`src/rtl/pio_pkg.sv`:
```
package pio_pkg;

    typedef enum logic [2:0] {
        K_NONE, K_WDATA, K_PREP, K_ACK, K_RESET, K_RDATA, K_RSTAT
    } cmd_kind_e;

    typedef enum logic [2:0] {
        S_IDLE, S_SELECT, S_DRIVE, S_RETURN, S_STROBE, S_HOLD
    } rsp_state_e;

    localparam int CC_W = 3;
    localparam logic [CC_W-1:0] CC_ACCEPT = 3'b111;
    localparam logic [CC_W-1:0] CC_BADCMD = 3'b010;
    localparam logic [CC_W-1:0] CC_PARITY = 3'b011;

    localparam logic [7:0] OP_WDATA = 8'h10;
    localparam logic [7:0] OP_PREP  = 8'h20;
    localparam logic [7:0] OP_ACK   = 8'h30;
    localparam logic [7:0] OP_RESET = 8'h3F;
    localparam logic [7:0] OP_RDATA = 8'h90;
    localparam logic [7:0] OP_RSTAT = 8'hA0;

endpackage

```
`src/rtl/pio_decode.sv`:
```
module pio_decode
    import pio_pkg::*;
#(
    parameter int          CMD_W    = 8,
    parameter int          DEVF_W   = 8,
    parameter int          DATA_W   = 16,
    parameter logic [7:0]  DEV_ADDR = 8'h2C,
    localparam int         ADDR_W   = CMD_W + DEVF_W,
    localparam int         NBYTES   = DATA_W / 8
) (
    input  logic              sel_i,
    input  logic [ADDR_W-1:0] addr_i,
    input  logic [DATA_W-1:0] wdata_i,
    input  logic [NBYTES-1:0] wpar_i,
    output logic              hit_o,
    output logic              is_read_o,
    output cmd_kind_e         kind_o,
    output logic              accept_o,
    output logic [CC_W-1:0]   cc_o
);

    logic [CMD_W-1:0]  cmd;
    logic [NBYTES-1:0] lane_ok;
    logic              par_ok;

    assign cmd   = addr_i[ADDR_W-1 -: CMD_W];
    assign hit_o = sel_i && (addr_i[DEVF_W-1:0] == DEVF_W'(DEV_ADDR));
    assign is_read_o = cmd[CMD_W-1];

    for (genvar b = 0; b < NBYTES; b++) begin : g_lane
        assign lane_ok[b] = ^{wpar_i[b], wdata_i[8*b +: 8]};
    end
    assign par_ok = &lane_ok;

    always_comb begin
        unique case (cmd)
            CMD_W'(OP_WDATA): kind_o = K_WDATA;
            CMD_W'(OP_PREP):  kind_o = K_PREP;
            CMD_W'(OP_ACK):   kind_o = K_ACK;
            CMD_W'(OP_RESET): kind_o = K_RESET;
            CMD_W'(OP_RDATA): kind_o = K_RDATA;
            CMD_W'(OP_RSTAT): kind_o = K_RSTAT;
            default:          kind_o = K_NONE;
        endcase
    end

    always_comb begin
        if (kind_o == K_NONE) begin
            cc_o     = CC_BADCMD;
            accept_o = 1'b0;
        end else if (!is_read_o && !par_ok) begin
            cc_o     = CC_PARITY;
            accept_o = 1'b0;
        end else begin
            cc_o     = CC_ACCEPT;
            accept_o = 1'b1;
        end
    end

endmodule

```
`src/rtl/pio_regs.sv`:
```
module pio_regs
    import pio_pkg::*;
#(
    parameter int DATA_W = 16,
    parameter int LVL_W  = 2
) (
    input  logic              clk,
    input  logic              rst_n,
    input  logic              commit_i,
    input  cmd_kind_e         kind_i,
    input  logic [DATA_W-1:0] wdata_i,
    input  logic              reset_now_i,
    input  logic              irq_event_i,
    output logic [DATA_W-1:0] data_q_o,
    output logic              irq_en_o,
    output logic              irq_pend_o,
    output logic [LVL_W-1:0]  irq_lvl_o
);

    always_ff @(posedge clk or negedge rst_n) begin
        if (!rst_n) begin
            data_q_o   <= '0;
            irq_en_o   <= 1'b0;
            irq_pend_o <= 1'b0;
            irq_lvl_o  <= '0;
        end else if (reset_now_i) begin
            data_q_o   <= '0;
            irq_en_o   <= 1'b0;
            irq_pend_o <= 1'b0;
            irq_lvl_o  <= '0;
        end else begin
            if (irq_event_i) begin
                irq_pend_o <= 1'b1;
            end
            if (commit_i) begin
                unique case (kind_i)
                    K_WDATA: data_q_o <= wdata_i;
                    K_PREP: begin
                        irq_en_o  <= wdata_i[LVL_W];
                        irq_lvl_o <= wdata_i[LVL_W-1:0];
                    end
                    K_ACK:   irq_pend_o <= 1'b0;
                    default: ;
                endcase
            end
        end
    end

endmodule

```
`src/rtl/pio_fsm.sv`:
```
module pio_fsm
    import pio_pkg::*;
(
    input  logic       clk,
    input  logic       rst_n,
    input  logic       hit_i,
    input  logic       gate_i,
    input  logic       strobe_i,
    input  logic       accept_live_i,
    input  cmd_kind_e  kind_live_i,
    input  logic       accept_q_i,
    output rsp_state_e state_o,
    output logic       latch_o,
    output logic       commit_o,
    output logic       reset_now_o,
    output logic       cc_en_o,
    output logic       gate_ret_o
);

    rsp_state_e nxt;

    always_ff @(posedge clk or negedge rst_n) begin
        if (!rst_n) state_o <= S_IDLE;
        else        state_o <= nxt;
    end

    always_comb begin
        nxt = state_o;
        unique case (state_o)
            S_IDLE:   if (hit_i) nxt = S_SELECT;
            S_SELECT: begin
                if (!hit_i)      nxt = S_IDLE;
                else if (gate_i) nxt = S_DRIVE;
            end
            S_DRIVE: begin
                if (gate_i)        nxt = S_RETURN;
                else if (strobe_i) nxt = S_HOLD;
                else               nxt = S_IDLE;
            end
            S_RETURN: begin
                if (strobe_i)    nxt = gate_i ? S_STROBE : S_HOLD;
                else if (!gate_i) nxt = S_IDLE;
            end
            S_STROBE: begin
                if (!gate_i) nxt = strobe_i ? S_HOLD : S_IDLE;
            end
            S_HOLD:   if (!strobe_i) nxt = S_IDLE;
            default:  nxt = S_IDLE;
        endcase
    end

    always_comb begin
        latch_o     = 1'b0;
        commit_o    = 1'b0;
        reset_now_o = 1'b0;
        cc_en_o     = 1'b0;
        gate_ret_o  = 1'b0;
        unique case (state_o)
            S_IDLE: ;
            S_SELECT: begin
                latch_o     = hit_i && gate_i;
                reset_now_o = hit_i && gate_i && accept_live_i
                              && (kind_live_i == K_RESET);
            end
            S_DRIVE:  cc_en_o = 1'b1;
            S_RETURN: begin
                cc_en_o    = 1'b1;
                gate_ret_o = 1'b1;
                commit_o   = strobe_i && accept_q_i;
            end
            S_STROBE: begin
                cc_en_o    = 1'b1;
                gate_ret_o = 1'b1;
            end
            S_HOLD:   cc_en_o = 1'b1;
            default: ;
        endcase
    end

endmodule

```
`src/rtl/pio_responder.sv`:
```
module pio_responder
    import pio_pkg::*;
#(
    parameter int         CMD_W    = 8,
    parameter int         DEVF_W   = 8,
    parameter int         DATA_W   = 16,
    parameter int         LVL_W    = 2,
    parameter logic [7:0] DEV_ADDR = 8'h2C,
    localparam int        ADDR_W   = CMD_W + DEVF_W,
    localparam int        NBYTES   = DATA_W / 8
) (
    input  logic              clk,
    input  logic              rst_n,
    input  logic              sel_i,
    input  logic [ADDR_W-1:0] addr_bus_i,
    input  logic              addr_gate_i,
    input  logic              data_strobe_i,
    input  logic [DATA_W-1:0] wdata_i,
    input  logic [NBYTES-1:0] wpar_i,
    input  logic              irq_event_i,
    output logic [DATA_W-1:0] rdata_o,
    output logic              rdata_en_o,
    output logic [CC_W-1:0]   cc_o,
    output logic              cc_en_o,
    output logic              gate_ret_o,
    output logic              irq_req_o,
    output logic [LVL_W-1:0]  irq_level_o
);

    logic              hit, is_read, accept;
    cmd_kind_e         kind;
    logic [CC_W-1:0]   cc_live;
    rsp_state_e        state;
    logic              latch, commit, reset_now, cc_en;
    logic [DATA_W-1:0] data_q;
    logic              irq_en, irq_pend;
    logic [LVL_W-1:0]  irq_lvl;

    logic [CC_W-1:0]   cc_q;
    logic [DATA_W-1:0] rdata_q, wdata_q;
    logic              is_read_q, accept_q;
    cmd_kind_e         kind_q;
    logic [DATA_W-1:0] rd_mux;

    pio_decode #(
        .CMD_W(CMD_W), .DEVF_W(DEVF_W), .DATA_W(DATA_W), .DEV_ADDR(DEV_ADDR)
    ) u_dec (
        .sel_i(sel_i), .addr_i(addr_bus_i), .wdata_i(wdata_i), .wpar_i(wpar_i),
        .hit_o(hit), .is_read_o(is_read), .kind_o(kind),
        .accept_o(accept), .cc_o(cc_live)
    );

    pio_fsm u_fsm (
        .clk(clk), .rst_n(rst_n), .hit_i(hit), .gate_i(addr_gate_i),
        .strobe_i(data_strobe_i), .accept_live_i(accept), .kind_live_i(kind),
        .accept_q_i(accept_q), .state_o(state), .latch_o(latch),
        .commit_o(commit), .reset_now_o(reset_now), .cc_en_o(cc_en),
        .gate_ret_o(gate_ret_o)
    );

    pio_regs #(.DATA_W(DATA_W), .LVL_W(LVL_W)) u_regs (
        .clk(clk), .rst_n(rst_n), .commit_i(commit), .kind_i(kind_q),
        .wdata_i(wdata_q), .reset_now_i(reset_now), .irq_event_i(irq_event_i),
        .data_q_o(data_q), .irq_en_o(irq_en), .irq_pend_o(irq_pend),
        .irq_lvl_o(irq_lvl)
    );

    always_comb begin
        unique case (kind)
            K_RDATA: rd_mux = data_q;
            K_RSTAT: rd_mux = DATA_W'({irq_pend, irq_en, irq_lvl});
            default: rd_mux = '0;
        endcase
    end

    always_ff @(posedge clk or negedge rst_n) begin
        if (!rst_n) begin
            cc_q      <= '0;
            rdata_q   <= '0;
            wdata_q   <= '0;
            is_read_q <= 1'b0;
            accept_q  <= 1'b0;
            kind_q    <= K_NONE;
        end else if (latch) begin
            cc_q      <= cc_live;
            rdata_q   <= rd_mux;
            wdata_q   <= wdata_i;
            is_read_q <= is_read;
            accept_q  <= accept;
            kind_q    <= kind;
        end
    end

    assign cc_en_o     = cc_en;
    assign cc_o        = cc_en ? cc_q : '0;
    assign rdata_en_o  = cc_en && is_read_q;
    assign rdata_o     = rdata_en_o ? rdata_q : '0;
    assign irq_req_o   = irq_pend && irq_en;
    assign irq_level_o = irq_lvl;

endmodule

```
`config.mk`:
```
export PLATFORM = sky130hd
export DESIGN_NAME = pio_responder
export DESIGN_NICKNAME = d
export VERILOG_FILES = /design/src/rtl/pio_pkg.sv /design/src/rtl/pio_decode.sv /design/src/rtl/pio_regs.sv /design/src/rtl/pio_fsm.sv /design/src/rtl/pio_responder.sv
export SDC_FILE = /design/constraint.sdc
export NUM_CORES = 1
export LEC_CHECK = 0
export BUFFER_PORTS_ARGS = -buffer_cell sky130_fd_sc_hd__buf_2
export CAP_MARGIN = 20
export CORE_MARGIN = 2
export CORE_UTILIZATION = 59
export CTS_CLUSTER_SIZE = 28
export DETAILED_ROUTE_END_ITERATION = 8
export GPL_TIMING_DRIVEN = 0
export PLACE_DENSITY_LB_ADDON = 0.25
export SYNTH_ARGS = -nofsm -noshare
export SYNTH_HDL_FRONTEND = slang
export SYNTH_HIERARCHICAL = 1
export SYNTH_SLANG_ARGS = --single-unit
```
`constraint.sdc`:
```
create_clock -name clk -period 4.2 [get_ports clk]
set_input_delay 0.42 -clock clk [delete_from_list [all_inputs] [get_ports clk]]
set_output_delay 0.42 -clock clk [all_outputs]
set_load 0.05 [all_outputs]
```
Word level (Yosys, flattened, before mapping) --
Index checks and enable logic that the tools add are counted.
Operators by class: equal/unequal tests 23, reduce and logical (&&, ||, !) cells 23, muxes and demuxes 37
Operators with widths (number):
- 16-bit two-way mux | 4
- 3-bit two-way mux | 12
- 3-bit one-hot mux with 6 select lines | 2
- 8-bit by 6-bit == test with 1-bit output (second input constant) | 4
- 16-bit one-hot mux with 2 select lines | 1
- 9-bit parity | 2
- 8-bit == test (second input constant) | 2
- 3-bit == test (second input constant) | 5
- 1-bit two-way mux | 15
- 3-bit by 2-bit == test with 1-bit output (second input constant) | 4
- 8-bit by 5-bit == test with 1-bit output (second input constant) | 1
- 1-bit logical AND | 8
- 3-bit by 1-bit == test with 1-bit output (second input constant) | 2
- 3-bit zero test | 2
- 2-bit two-way mux | 3
- 3-bit inequality test (second input constant) | 2
- 2-bit AND reduction | 3
- 2-bit nonzero test | 3
- 5-bit AND reduction | 1
- 2-bit inequality test (second input constant) | 2
- 4-bit OR reduction | 1
- 1-bit zero test | 2
- 2-bit by 1-bit inequality test with 1-bit output (second input constant) | 1
- 2-bit OR reduction | 1
Word-level totals: output and inout bits 25, bits in registers 63

Depth between registers and ports, before layout --
Gate-level depths: netlist of run 1.
depth after elaboration 11, gate-level depth with buffers 10, depth with buffers taken out 9

Cells and area by module --
Netlist of run 1, hierarchy kept.
Modules (own cells, without submodules):
- pio_responder | times used 1, area each 1651.6 µm², cells each 117, sequential area each 1001.0 µm²
- pio_regs | times used 1, area each 1013.5 µm², cells each 85, sequential area each 500.5 µm²
- pio_decode | times used 1, area each 334.1 µm², cells each 39, sequential area each 0.0 µm²
- pio_fsm | times used 1, area each 257.7 µm², cells each 31, sequential area each 75.1 µm²

Worst setup path before layout of run 1 --
OpenSTA, ideal clock, no wires.
kind input to register, start in addr_bus_i[9], end reg u_regs.irq_lvl_o[0], data arrival time 2.369 ns, library setup time 0.124 ns, slack 1.706 ns, stages 10, data required time 4.076 ns, cell sequence nor4_4 a31oi_1 o221a_1 a211oi_2 nor2b_1 nand2_1 nor4b_2 clkbuf_1 nand2b_1 mux2i_1
On the way: word-level cells in the longest chain between the ends 9, elaborated cells on any way between the ends 17, classes of those cells eq/ne (7); mux (4); reduce/logical (6)
RTL lines:
- start: declaration | RTL line pio_responder.sv:15 | input logic [ADDR_W-1:0] addr_bus_i,
- 8-bit == test (tied with other cells) | RTL line pio_decode.sv:36 | unique case (cmd)
- 3-bit one-hot mux with 6 select lines (*) | RTL line pio_decode.sv:36
- 3-bit zero test (*) | RTL line pio_decode.sv:48 | if (kind_o == K_NONE) begin
- 1-bit two-way mux (*) | RTL line pio_decode.sv:48
- named net accept | RTL line pio_responder.sv:30 | logic hit, is_read, accept;
- 1-bit logical AND (*) | RTL line pio_fsm.sv:62 | reset_now_o = hit_i && gate_i && accept_live_i
- 1-bit logical AND (*) | RTL line pio_fsm.sv:63 | && (kind_live_i == K_RESET);
- 1-bit two-way mux (*) | RTL line pio_fsm.sv:58 | unique case (state_o)
- named net reset_now | RTL line pio_responder.sv:34 | logic latch, commit, reset_now, cc_en;
- 2-bit nonzero test (no line)
- 2-bit AND reduction (no line)
- end signal: assignment | RTL line pio_regs.sv:40 | irq_lvl_o <= wdata_i[LVL_W-1:0];
- end: declaration | RTL line pio_regs.sv:17 | output logic [LVL_W-1:0] irq_lvl_o
The timed path passes the listed nets; every way through them passes the cells marked *. A chain may end at the register's enable or synchronous reset.

Worst setup path in the final report of run 1 --
Same ends and word-level chain as after synthesis.

==> results of run 1 <==
-- kinds of logic (layout without fill, tap and decap cells) --
logic type / Yosys count / after routing
multiplexers: 43 / 43
flip-flops: 63 / 63
AO/OA/AOI/OAI: 33 / 33
AND/OR/NAND/NOR: 96 / 96
buffers and inverters: 22 / 103
XOR/XNOR: 14 / 14
other: 1 / 1
-- metrics by stage --
step                util, %  setup WS [ns]
floorplan                 -           1.71
global placement       67.8           1.00
detailed placement     68.2          0.947
CTS                    71.9           1.26
global route           71.9           1.03
finish                 71.9           1.25
-- layer usage --
metal | GRT usage [%] | part of all wire, % | vias up
met3 | 4.14 | 4.7 | 7
met1 | 31.9 | 48 | 1106
li1 | - | - | 1138
met4 | 7.37 | 0.87 | 0
met2 | 33.8 | 46 | 66
met5 | 0 | 0 | -
-- cells in the final DEF (no fill, tap or decap), drive strengths merged, types with 2 or more instances in the layout --
cell,synthesis,final
a2111oi,2,2
a211oi,2,2
a21oi,4,4
a221o,4,4
a22o,12,12
a31oi,2,2
and2,5,5
and3,18,18
and4b,3,3
and4bb,2,2
buf,12,77
clkbuf,6,17
clkinvlp,0,3
dfrtp,63,63
inv,4,4
mux2,24,24
mux2i,19,19
nand2,5,5
nand2b,38,38
nand3,2,2
nand3b,4,4
nor2,3,3
nor2b,5,5
nor3,3,3
nor4b,2,2
o21ai,4,4
xnor2,10,10
xnor3,2,2
xor2,2,2
-- registers in the layout (all words and copies together) (netlist names) --
signal / flops
is_read_q: 1
accept_q: 1
kind_q: 3
cc_q: 3
wdata_q: 16
u_regs/irq_en_o: 1
u_fsm/state_o: 3
rdata_q: 16
u_regs/irq_lvl_o: 2
u_regs/data_q_o: 16
u_regs/irq_pend_o: 1
-- critical path: cells and delay by family --
family	cells	cell delay (ns)
buffers and inverters	2	0.49
AO/OA/AOI/OAI	3	0.60
multiplexers	1	0.08
AND/OR/NAND/NOR	5	1.55
-- power groups by stage --
stage	clock, mW	sequential [mW]	combinational (mW)
finish	0.515	0.619	0.133
CTS	0.521	0.618	0.134
floorplan	0	0.628	0.0762
global placement	0	0.630	0.128
detailed placement	0	0.630	0.134
global route	0.555	0.619	0.145
-- area by class of cell --
type	instances	share of cell area, %
Sequential cell	63	40.6
Timing Repair Buffer	65	8.76
Clock buffer	11	3.64
Multi-Input combinational cell	187	39.6
Clock inverter	5	1.48
Buffer	18	3.22
Tap cell	72	2.32
Inverter	4	0.386
-- worst paths after layout --
path	to	slack [ns]	cells past startpoint
worst min register to register	rdata_q[6]$_DFFE_PN0P_	0.50	1
worst max-delay path	u_regs/irq_lvl_o[0]$_DFFE_PN0P_	1.25	11
max in group asynchronous	u_fsm/state_o[0]$_DFFE_PN0P_	3.36	2
worst max register to register	u_regs/irq_lvl_o[0]$_DFFE_PN0P_	2.02	6
min in group clk	wdata_q[13]$_DFFE_PN0P_	0.35	2
worst min-delay path	wdata_q[12]$_DFFE_PN0P_	0.21	1
==> metrics.md, run 1 <==
| Metric | Value |
|---|---|
| Critical path type | input pin to flop |
| Hold slack | 0.214 ns |
| Multi-input gate area | 1540 um^2 |
| Area of the die | 6130 um^2 |
| Clock skew | 0.00627 ns |
| Nets | 388 |
| Crit path DAT | 3.15 ns |
| CTS clock-pin slew for the worst setup and hold paths | 0.07 ns |
| DRC violations left | 0 |
| Mux contribution to synthesized area | 14.1% |
| Placed inst area | 3690 um^2 |
| Number of synthesized flops with an enable pin | 0 |
| Net Sw Power | 0.308 mW |
| Critical-path cell list | buf_2, nor4_4, a31oi_1, o221a_1, a211oi_2, nor2b_1, nand2_1, nor4b_2, clkbuf_1, nand2b_1, mux2i_1 |
| Max-cap violations | 0 |
| Post_cts resized | 0 |
| Row cnt | 27 |
| Share of layout cells above drive strength 1 | 36.0% |
| Die H | 78.3 um |
| Tot Pwr | 1.27 mW |
| Gpl congestion | 0.792 |
| Post-DRT Antenna Nets | 0 |
| Routed vias/inst | 5.45 |
| Reg area | 1580 um^2 |
| Fin. max-slew vios | 0 |
| Post-synth top cells | dfrtp_1, nand2b_1, mux2_2, mux2i_1, and3_1 |
| Clock share of power | 40.7% |
| Pwr Density | 326 nW/um^2 |
| Most frequent cell after synthesis | dfrtp_1 |
| Async SR Flop Fraction | 100% |
| Synth Area in XOR/XNOR | 4.61% |
| Largest family of logic cells by synthesized area | simple AND/OR/NAND/NOR gates |
| Die Width | 78.3 um |
| CTS tree | yes |
| Wirelength, routed | 6.31 mm |
| CORE AREA | 5410 um^2 |
| Slowest Stage Delay on Critical Path | 0.62 ns |
| Slew Limit Headroom | 28.8% |
| H-tree levels | 3 |
| Simple logic cell fraction of the synthesized area | 20.2% |
| Via count | 2317 |
| Global-route wire length before repair | 10.5 mm |
| Drt initial violations | 128 |
| Comb pwr share | 10.5% |
| Largest net degree at the start of global routing | 40 |
| Static Leak | 1.92 nW |
| Dpl hpwl | 4.79 mm |
| Type of origin of the critical path | input pin |
| Run status | finished clean |
| Clk buf depth | 2 |
| Crit end category | flop |
| #FFs+latches synth | 63 |
| Worst Hold Class | input pin to asynchronous set/reset pin |
| GRT Overall Usage | 22.0% |
| Layout overhead on the synthesized area | 19.3% |
| Clk Tree Root Cell | clkbuf_8 |
| Crit. Startpoint | addr_bus_i[9] |
| Mapped Nets | 312 |
| Post-Synthesis Mean Instance Area | 12.0 um^2 |
| Yosys top cell by area | dfrtp_1 |
| # setup viols final | 0 |
| Switching fraction of total power | 24.3% |
| Seq pwr share | 48.9% |
| RSZ-0062 raised after global routing | false |
| N_diodes | 0 |
| Final Cycle Share | 70.2% |
| Compound-Gate Fraction of Synth Area | 8.26% |
| Netlist Area Pre-Place | 3260 um^2 |
| DR pass1 iterations | 4 |
| Skew-Pair Late Insertion Delay | 0.32 ns |
| Top_reg_cell synth | dfrtp_1 |
| Worst EP required | 4.40 ns |
| GRT Residual Overflow | 0 |
| Slew at the pin closest to its max-slew limit | 1.04 ns |
| Initial core utilization | 60.3% |
| Critical Path Fanout Max | 10 |
| Post-Syn Instances | 272 |
| Share of the synthesized area in the top cell type | 48.4% |
| Placed cell count | 409 |
| Fillcell total | 402 |
| Peak VDD IR | 0.000371 V |
| CTS buffer count | 9 |
| Ranking of synthesized cells by area | dfrtp_1, mux2_2, nand2b_1 |
| Tmin final | 2.95 ns |
| Setup_tns | 0 ns |
| Synth unique cells | 51 |
| CTS Sinks | 63 |
| Initial antenna violation count | 0 |
| Post-CTS Hold Buffers | 0 |
| DR WL/cell | 14.9 um |
| R2r startpoint | u_fsm/state_o[1]$_DFFE_PN0P_ |
| Count of buffers from port buffering | 64 |
| Total I/O pin count | 65 |
| CP max-delay cell | nor4b_2 |
| Final Hold Vio Count | 0 |
| F_max | 339 MHz |
| Setup Fix Bufs, Post-CTS | 0 |
| Seq/Total Area, Yosys | 48.4% |
| Final cell count without fillers | 425 |
| Vias in the first global route | 2170 |
| Internal Dissipation | 0.958 mW |
| Post-Synth Adder-Cell Area | 0% |
| Yosys warns | 6 |
| Cell area after layout | 3890 um^2 |
Note: power is estimated with default switching activity, not from simulation.
==> run 2, diff against run 1 <==
- CORE_UTILIZATION: 59 -> 55
- clock period: 4.2 -> 3.1 ns (I/O delays scaled with it)
==> run 2 against run 1 <==
Final area rose by 0.74%; register-to-register slack got worse by 1.1 ns; clock-buffer cell count did not move; via count fell by 0.60%; critical endpoint is now u_regs/data_q_o[9]$_DFFE_PN0P_; largest cell class unchanged; sequential cell count did not move; critical path type unchanged; largest power group unchanged; clock skew barely moved; setup slack got worse by 0.89 ns; sequential share of layout area fell by 0.30 points; global-route usage fell by 0.64 points.
==> metrics.md, run 2 (synthesized netlist as in run 1, its figures left out) <==
| Metric | Value |
|---|---|
| Global-route wire length before repair | 10.5 mm |
| Count of buffers from port buffering | 64 |
| DRC violations left | 0 |
| Total I/O pin count | 65 |
| Fin util | 67.3% |
| CTS Sinks | 63 |
| CTS tree | yes |
| Static Leak | 1.94 nW |
| Row cnt | 28 |
| Run status | finished clean |
| Critical path type | input pin to flop |
| Setup Fix Bufs, Post-CTS | 0 |
| Slew Limit Headroom | 28.2% |
| Cell area after layout | 3920 um^2 |
| Share of layout cells above drive strength 1 | 35.6% |
| Clock skew | 0.00637 ns |
| Gpl congestion | 0.798 |
| CTS buffer count | 9 |
| Commonest non-fill, non-tap cell in the layout | buf_2 |
| DR pass1 iterations | 4 |
| Placed inst area | 3730 um^2 |
| Largest net degree at the start of global routing | 26 |
| CORE AREA | 5820 um^2 |
| F_max | 365 MHz |
| Commonest non-fill, non-tap cells in the layout | buf_2, dfrtp_1, nand2b_1 |
| Peak VDD IR | 0.000349 V |
| Clk Tree Root Cell | clkbuf_8 |
| Post-CTS Hold Buffers | 1 |
| Tot Pwr | 1.68 mW |
| Setup_tns | 0 ns |
| Critical Path Fanout Max | 10 |
| Post_cts resized | 0 |
| Type of origin of the critical path | input pin |
| Clk buf depth | 2 |
| Max-cap violations | 0 |
| Fin. max-slew vios | 0 |
| Slew at the pin closest to its max-slew limit | 1.05 ns |
| H-tree levels | 3 |
| Vias in the first global route | 2159 |
| Wirelength, routed | 6.31 mm |
| CTS clock-pin slew for the worst setup and hold paths | 0.06 ns |
| Largest regs | rdata_q x16, u_regs/data_q_o x16, wdata_q x16 |
| Drt initial violations | 104 |
| Final Cycle Share | 88.4% |
| GRT Residual Overflow | 0 |
| Area of the die | 6550 um^2 |
| Crit end category | flop |
| Nets | 390 |
| Initial antenna violation count | 0 |
| Layout overhead on the synthesized area | 20.2% |
| DR WL/cell | 14.7 um |
| Dpl hpwl | 4.78 mm |
| N_diodes | 0 |
| Worst Hold Class | input pin to flop |
| Skew-Pair Late Insertion Delay | 0.33 ns |
| # setup viols final | 0 |
| Initial core utilization | 56.0% |
| GRT Overall Usage | 21.4% |
| Die Width | 81.0 um |
| Worst EP required | 3.32 ns |
| Crit path DAT | 2.96 ns |
| Final Hold Vio Count | 0 |
| Die H | 81.0 um |
| Tmin final | 2.74 ns |
| Routed vias/inst | 5.37 |
| Via count | 2303 |
| Pwr Density | 430 nW/um^2 |
| RSZ-0062 raised after global routing | false |
| Post-DRT Antenna Nets | 0 |
run 2: per-stage QoR:
step                      hold slack, ns  std cells  worst slack, ns
final                              0.233        429            0.358
after global routing               0.233        429            0.102
after CTS                          0.221        429            0.327
after detailed placement           0.295        413         -0.00565
after global placement             0.478        411           0.0276
after floorplan                   0.0144        272            0.716
run 2: path summary, 6_finish.rpt:
| kind | slack (ns) | to | cells past startpoint | start |
|---|---|---|---|---|
| min in group asynchronous | 0.46 | wdata_q[6]$_DFFE_PN0P_ | 2 | rst_n |
| worst min-delay path | 0.23 | wdata_q[3]$_DFFE_PN0P_ | 2 | wdata_i[3] |
| worst min register to register | 0.50 | rdata_q[10]$_DFFE_PN0P_ | 1 | u_regs/data_q_o[10]$_DFFE_PN0P_ |
| worst max-delay path | 0.36 | u_regs/data_q_o[9]$_DFFE_PN0P_ | 11 | wdata_i[10] |
| max in group asynchronous | 1.98 | rdata_q[15]$_DFFE_PN0P_ | 4 | rst_n |
| worst max register to register | 0.89 | u_regs/data_q_o[9]$_DFFE_PN0P_ | 6 | u_fsm/state_o[1]$_DFFE_PN0P_ |
run 2: metal layers:
| metal | part of all wire, % | wire, um | GRT usage (%) |
|---|---|---|---|
| met1 | 49 | 3080 | 31.1 |
| met5 | 0 | 0 | 0 |
| met3 | 5.0 | 314 | 3.67 |
| met2 | 45 | 2820 | 31.5 |
| met4 | 1.5 | 93 | 9.83 |
run 2: where the power goes:
group	switching [mW]	leakage, nW	internal (mW)
logic	0.100	0.972	0.0835
registers	0.0101	0.875	0.828
clock network	0.295	0.0892	0.364
total	0.406	1.94	1.28
run 2: area by class of cell:
class                   instances  area (um^2)
repair buffers                 67          385
clock inverters                 4         47.5
fillers                       470         1900
multi-input cells             187         1540
plain buffers                  18          125
inverters                       4         15.0
clock buffers                  11          131
well taps                      75         93.8
flip-flops and latches         63         1580
run 2: critical path: stages:
cell	delay [ns]
buf_2	0.11
xnor2_1	0.15
xnor3_1	0.42
xnor2_1	0.25
a21oi_1	0.13
nor2b_1	0.21
nand2_1	0.09
nor4b_2	0.63
clkbuf_1	0.42
nand2b_1	0.17
mux2i_1	0.06
==> run 3, diff against run 2 <==
- ABC_AREA: not set -> 1
- CORE_UTILIZATION: 55 -> 56
==> run 3 against run 2 <==
Setup slack better by 0.21 ns; combinational power up 20%; clock power down 8.6%; clock skew down 0.0015 ns; maximum frequency up 8.2%; area after synthesis up 8.1%; sequential power up 1%; utilization up 1.4 points; critical endpoint is now rdata_o[9]; largest cell class unchanged.
==> metrics.md, run 3 <==
| Metric | Value |
|---|---|
| Run status | finished clean |
| Slew at the pin closest to its max-slew limit | 0.943 ns |
| Seq/Total Area, Yosys | 44.8% |
| Pwr Density | 406 nW/um^2 |
| Die H | 83.3 um |
| N_diodes | 0 |
| # setup viols final | 0 |
| CTS Sinks | 63 |
| Comb pwr share | 13.1% |
| Initial antenna violation count | 0 |
| Worst Hold Class | input pin to asynchronous set/reset pin |
| Most frequent cell after synthesis | nand2_1 |
| DR pass1 iterations | 5 |
| Final cell count without fillers | 617 |
| Critical path type | flop to primary output |
| Layout overhead on the synthesized area | 17.0% |
| Global-route wire length before repair | 12.8 mm |
| Top_reg_cell synth | dfrtp_1 |
| Largest net degree at the start of global routing | 35 |
| Initial core utilization | 58.8% |
| Drt initial violations | 274 |
| Count of buffers from port buffering | 64 |
| Vias in the first global route | 2966 |
| DRC violations left | 0 |
| Fin. max-slew vios | 0 |
| Setup_tns | 0 ns |
| H-tree levels | 3 |
| Critical Path Fanout Max | 10 |
| Routed vias/inst | 5.08 |
| F_max | 395 MHz |
| Wirelength, routed | 7.21 mm |
| Fin util | 68.7% |
| Largest regs | rdata_q x16, u_regs/data_q_o x16, wdata_q x16 |
| Final Cycle Share | 81.7% |
| CTS clock-pin slew for the worst setup and hold paths | 0.06 ns |
| Yosys top cell by area | dfrtp_1 |
| Placed inst area | 3950 um^2 |
| Clk buf depth | 2 |
| Switching fraction of total power | 25.0% |
| Max-cap violations | 0 |
| Netlist Area Pre-Place | 3520 um^2 |
| Crit path DAT | 2.22 ns |
| Ranking of synthesized cells by area | dfrtp_1, nand2_1, nand3_1 |
| Net Sw Power | 0.418 mW |
| Cell area after layout | 4120 um^2 |
| Final critical-path setup slack | 0.566 ns |
| Dpl hpwl | 5.49 mm |
| CTS buffer count | 9 |
| Row cnt | 28 |
| Commonest non-fill, non-tap cell in the layout | nand2_1 |
| Gpl congestion | 0.877 |
| Post-DRT Antenna Nets | 0 |
| Yosys warns | 6 |
| Fillcell total | 516 |
| Post-CTS Hold Buffers | 0 |
| Final Hold Vio Count | 0 |
| Total I/O pin count | 65 |
| Type of origin of the critical path | flop |
| Post_cts resized | 0 |
| Clock share of power | 36.0% |
| GRT Residual Overflow | 0 |
| Tot Pwr | 1.67 mW |
| Via count | 3132 |
| Worst EP required | 2.79 ns |
| Synth unique cells | 30 |
| #FFs+latches synth | 63 |
| Post-Place Worst Slack | 0.563 ns |
| GRT Overall Usage | 22.7% |
| Clk Tree Root Cell | clkbuf_8 |
| Seq pwr share | 50.9% |
| Share of layout cells above drive strength 1 | 24.5% |
| Nets | 579 |
| Commonest non-fill, non-tap cells in the layout | nand2_1, buf_2, nand3_1 |
| Post-Synthesis Mean Instance Area | 7.60 um^2 |
| Die Width | 83.3 um |
| Area of the die | 6940 um^2 |
| Mapped Nets | 503 |
| DR WL/cell | 11.7 um |
| Setup Fix Bufs, Post-CTS | 0 |
| RSZ-0062 raised after global routing | false |
| Async SR Flop Fraction | 100% |
| Internal Dissipation | 1.25 mW |
| Crit end category | primary output |
| Tmin final | 2.53 ns |
| Reg2reg path depth | 7 |
| CTS tree | yes |
| Skew-Pair Late Insertion Delay | 0.34 ns |
| Post-synth top cells | nand2_1, nand3_1, dfrtp_1, inv_1, nor2_1 |
| Post-Syn Instances | 463 |
| Number of synthesized flops with an enable pin | 0 |
| Share of the synthesized area in the top cell type | 44.8% |
| Slew Limit Headroom | 36.6% |
| Placed cell count | 603 |
| Peak VDD IR | 0.000313 V |
| Hold slack | 0.0111 ns |
| Clock skew | 0.00491 ns |
| CORE AREA | 5990 um^2 |
| Static Leak | 2.43 nW |
run 3: cell count changes after synthesis, moves of 15 or more:
cell / previous run / this run
nand3_1: 2 / 64
nand2_1: 5 / 155
mux2_2: 24 / 0
nor2_1: 3 / 38
and3_1: 17 / 1
nand2b_1: 37 / 0
inv_1: 3 / 53
mux2i_1: 19 / 0
nand3_2: 0 / 15
run 3: final timing paths:
check | startpoint | end | slack (ns)
setup / recovery | u_fsm/state_o[1]$_DFFE_PN0P_ | rdata_o[9] | 0.57
hold / removal | rst_n | u_fsm/state_o[1]$_DFFE_PN0P_ | 0.01
setup reg to reg | u_fsm/state_o[2]$_DFFE_PN0P_ | u_regs/data_q_o[1]$_DFFE_PN0P_ | 1.21
hold reg to reg | is_read_q$_DFFE_PN0P_ | is_read_q$_DFFE_PN0P_ | 0.47
max in group asynchronous | rst_n | wdata_q[12]$_DFFE_PN0P_ | 2.47
min in group clk | wdata_i[0] | wdata_q[0]$_DFFE_PN0P_ | 0.20
run 3: kinds of logic after synthesis:
| kind of cell | Yosys count | synth area share, % |
|---|---|---|
| other | 1 | 0.107 |
| buffers and inverters | 78 | 10.6 |
| and+or+nand+nor | 294 | 39.0 |
| xor gates and xnor gates | 10 | 2.49 |
| AOI/OAI and AO/OA | 17 | 3.09 |
| DFF | 63 | 44.8 |
run 3: area by class of cell:
class / instances / area [um^2] / share of cell area, %
tap: 75 / 93.8 / 2.28
sequential: 63 / 1580 / 38.3
multi-input combinational: 322 / 1570 / 38.2
clock buffer: 13 / 159 / 3.86
clock inverter: 1 / 5.00 / 0.122
timing repair buffer: 65 / 340 / 8.26
buffer: 19 / 148 / 3.59
inverter: 59 / 224 / 5.44
run 3: power by group through the flow:
stage                     registers (mW)  logic (mW)  clock network [mW]
final                              0.850       0.220               0.602
after global routing               0.851       0.252               0.655
after CTS                          0.850       0.221               0.617
after detailed placement           0.865       0.220                   0
after global placement             0.864       0.208                   0
after floorplan                    0.863       0.143                   0
run 3: worst max-delay path: stages, from the launching register on:
cell	delay [ns]
dfrtp_1	0.46
inv_2	0.09
nor2_2	0.16
inv_1	0.06
nand3_1	0.19
nand2_1	0.27
buf_2	0.27
nor2_1	0.10
buf_2	0.27
run 3: per-layer routing:
metal	part of all wire, %	track usage [%]	vias up
met3	5.8	5.27	21
met1	45	29.3	1419
li1	-	-	1596
met4	1.8	7.75	0
met2	47	37.5	96
met5	0	0	-
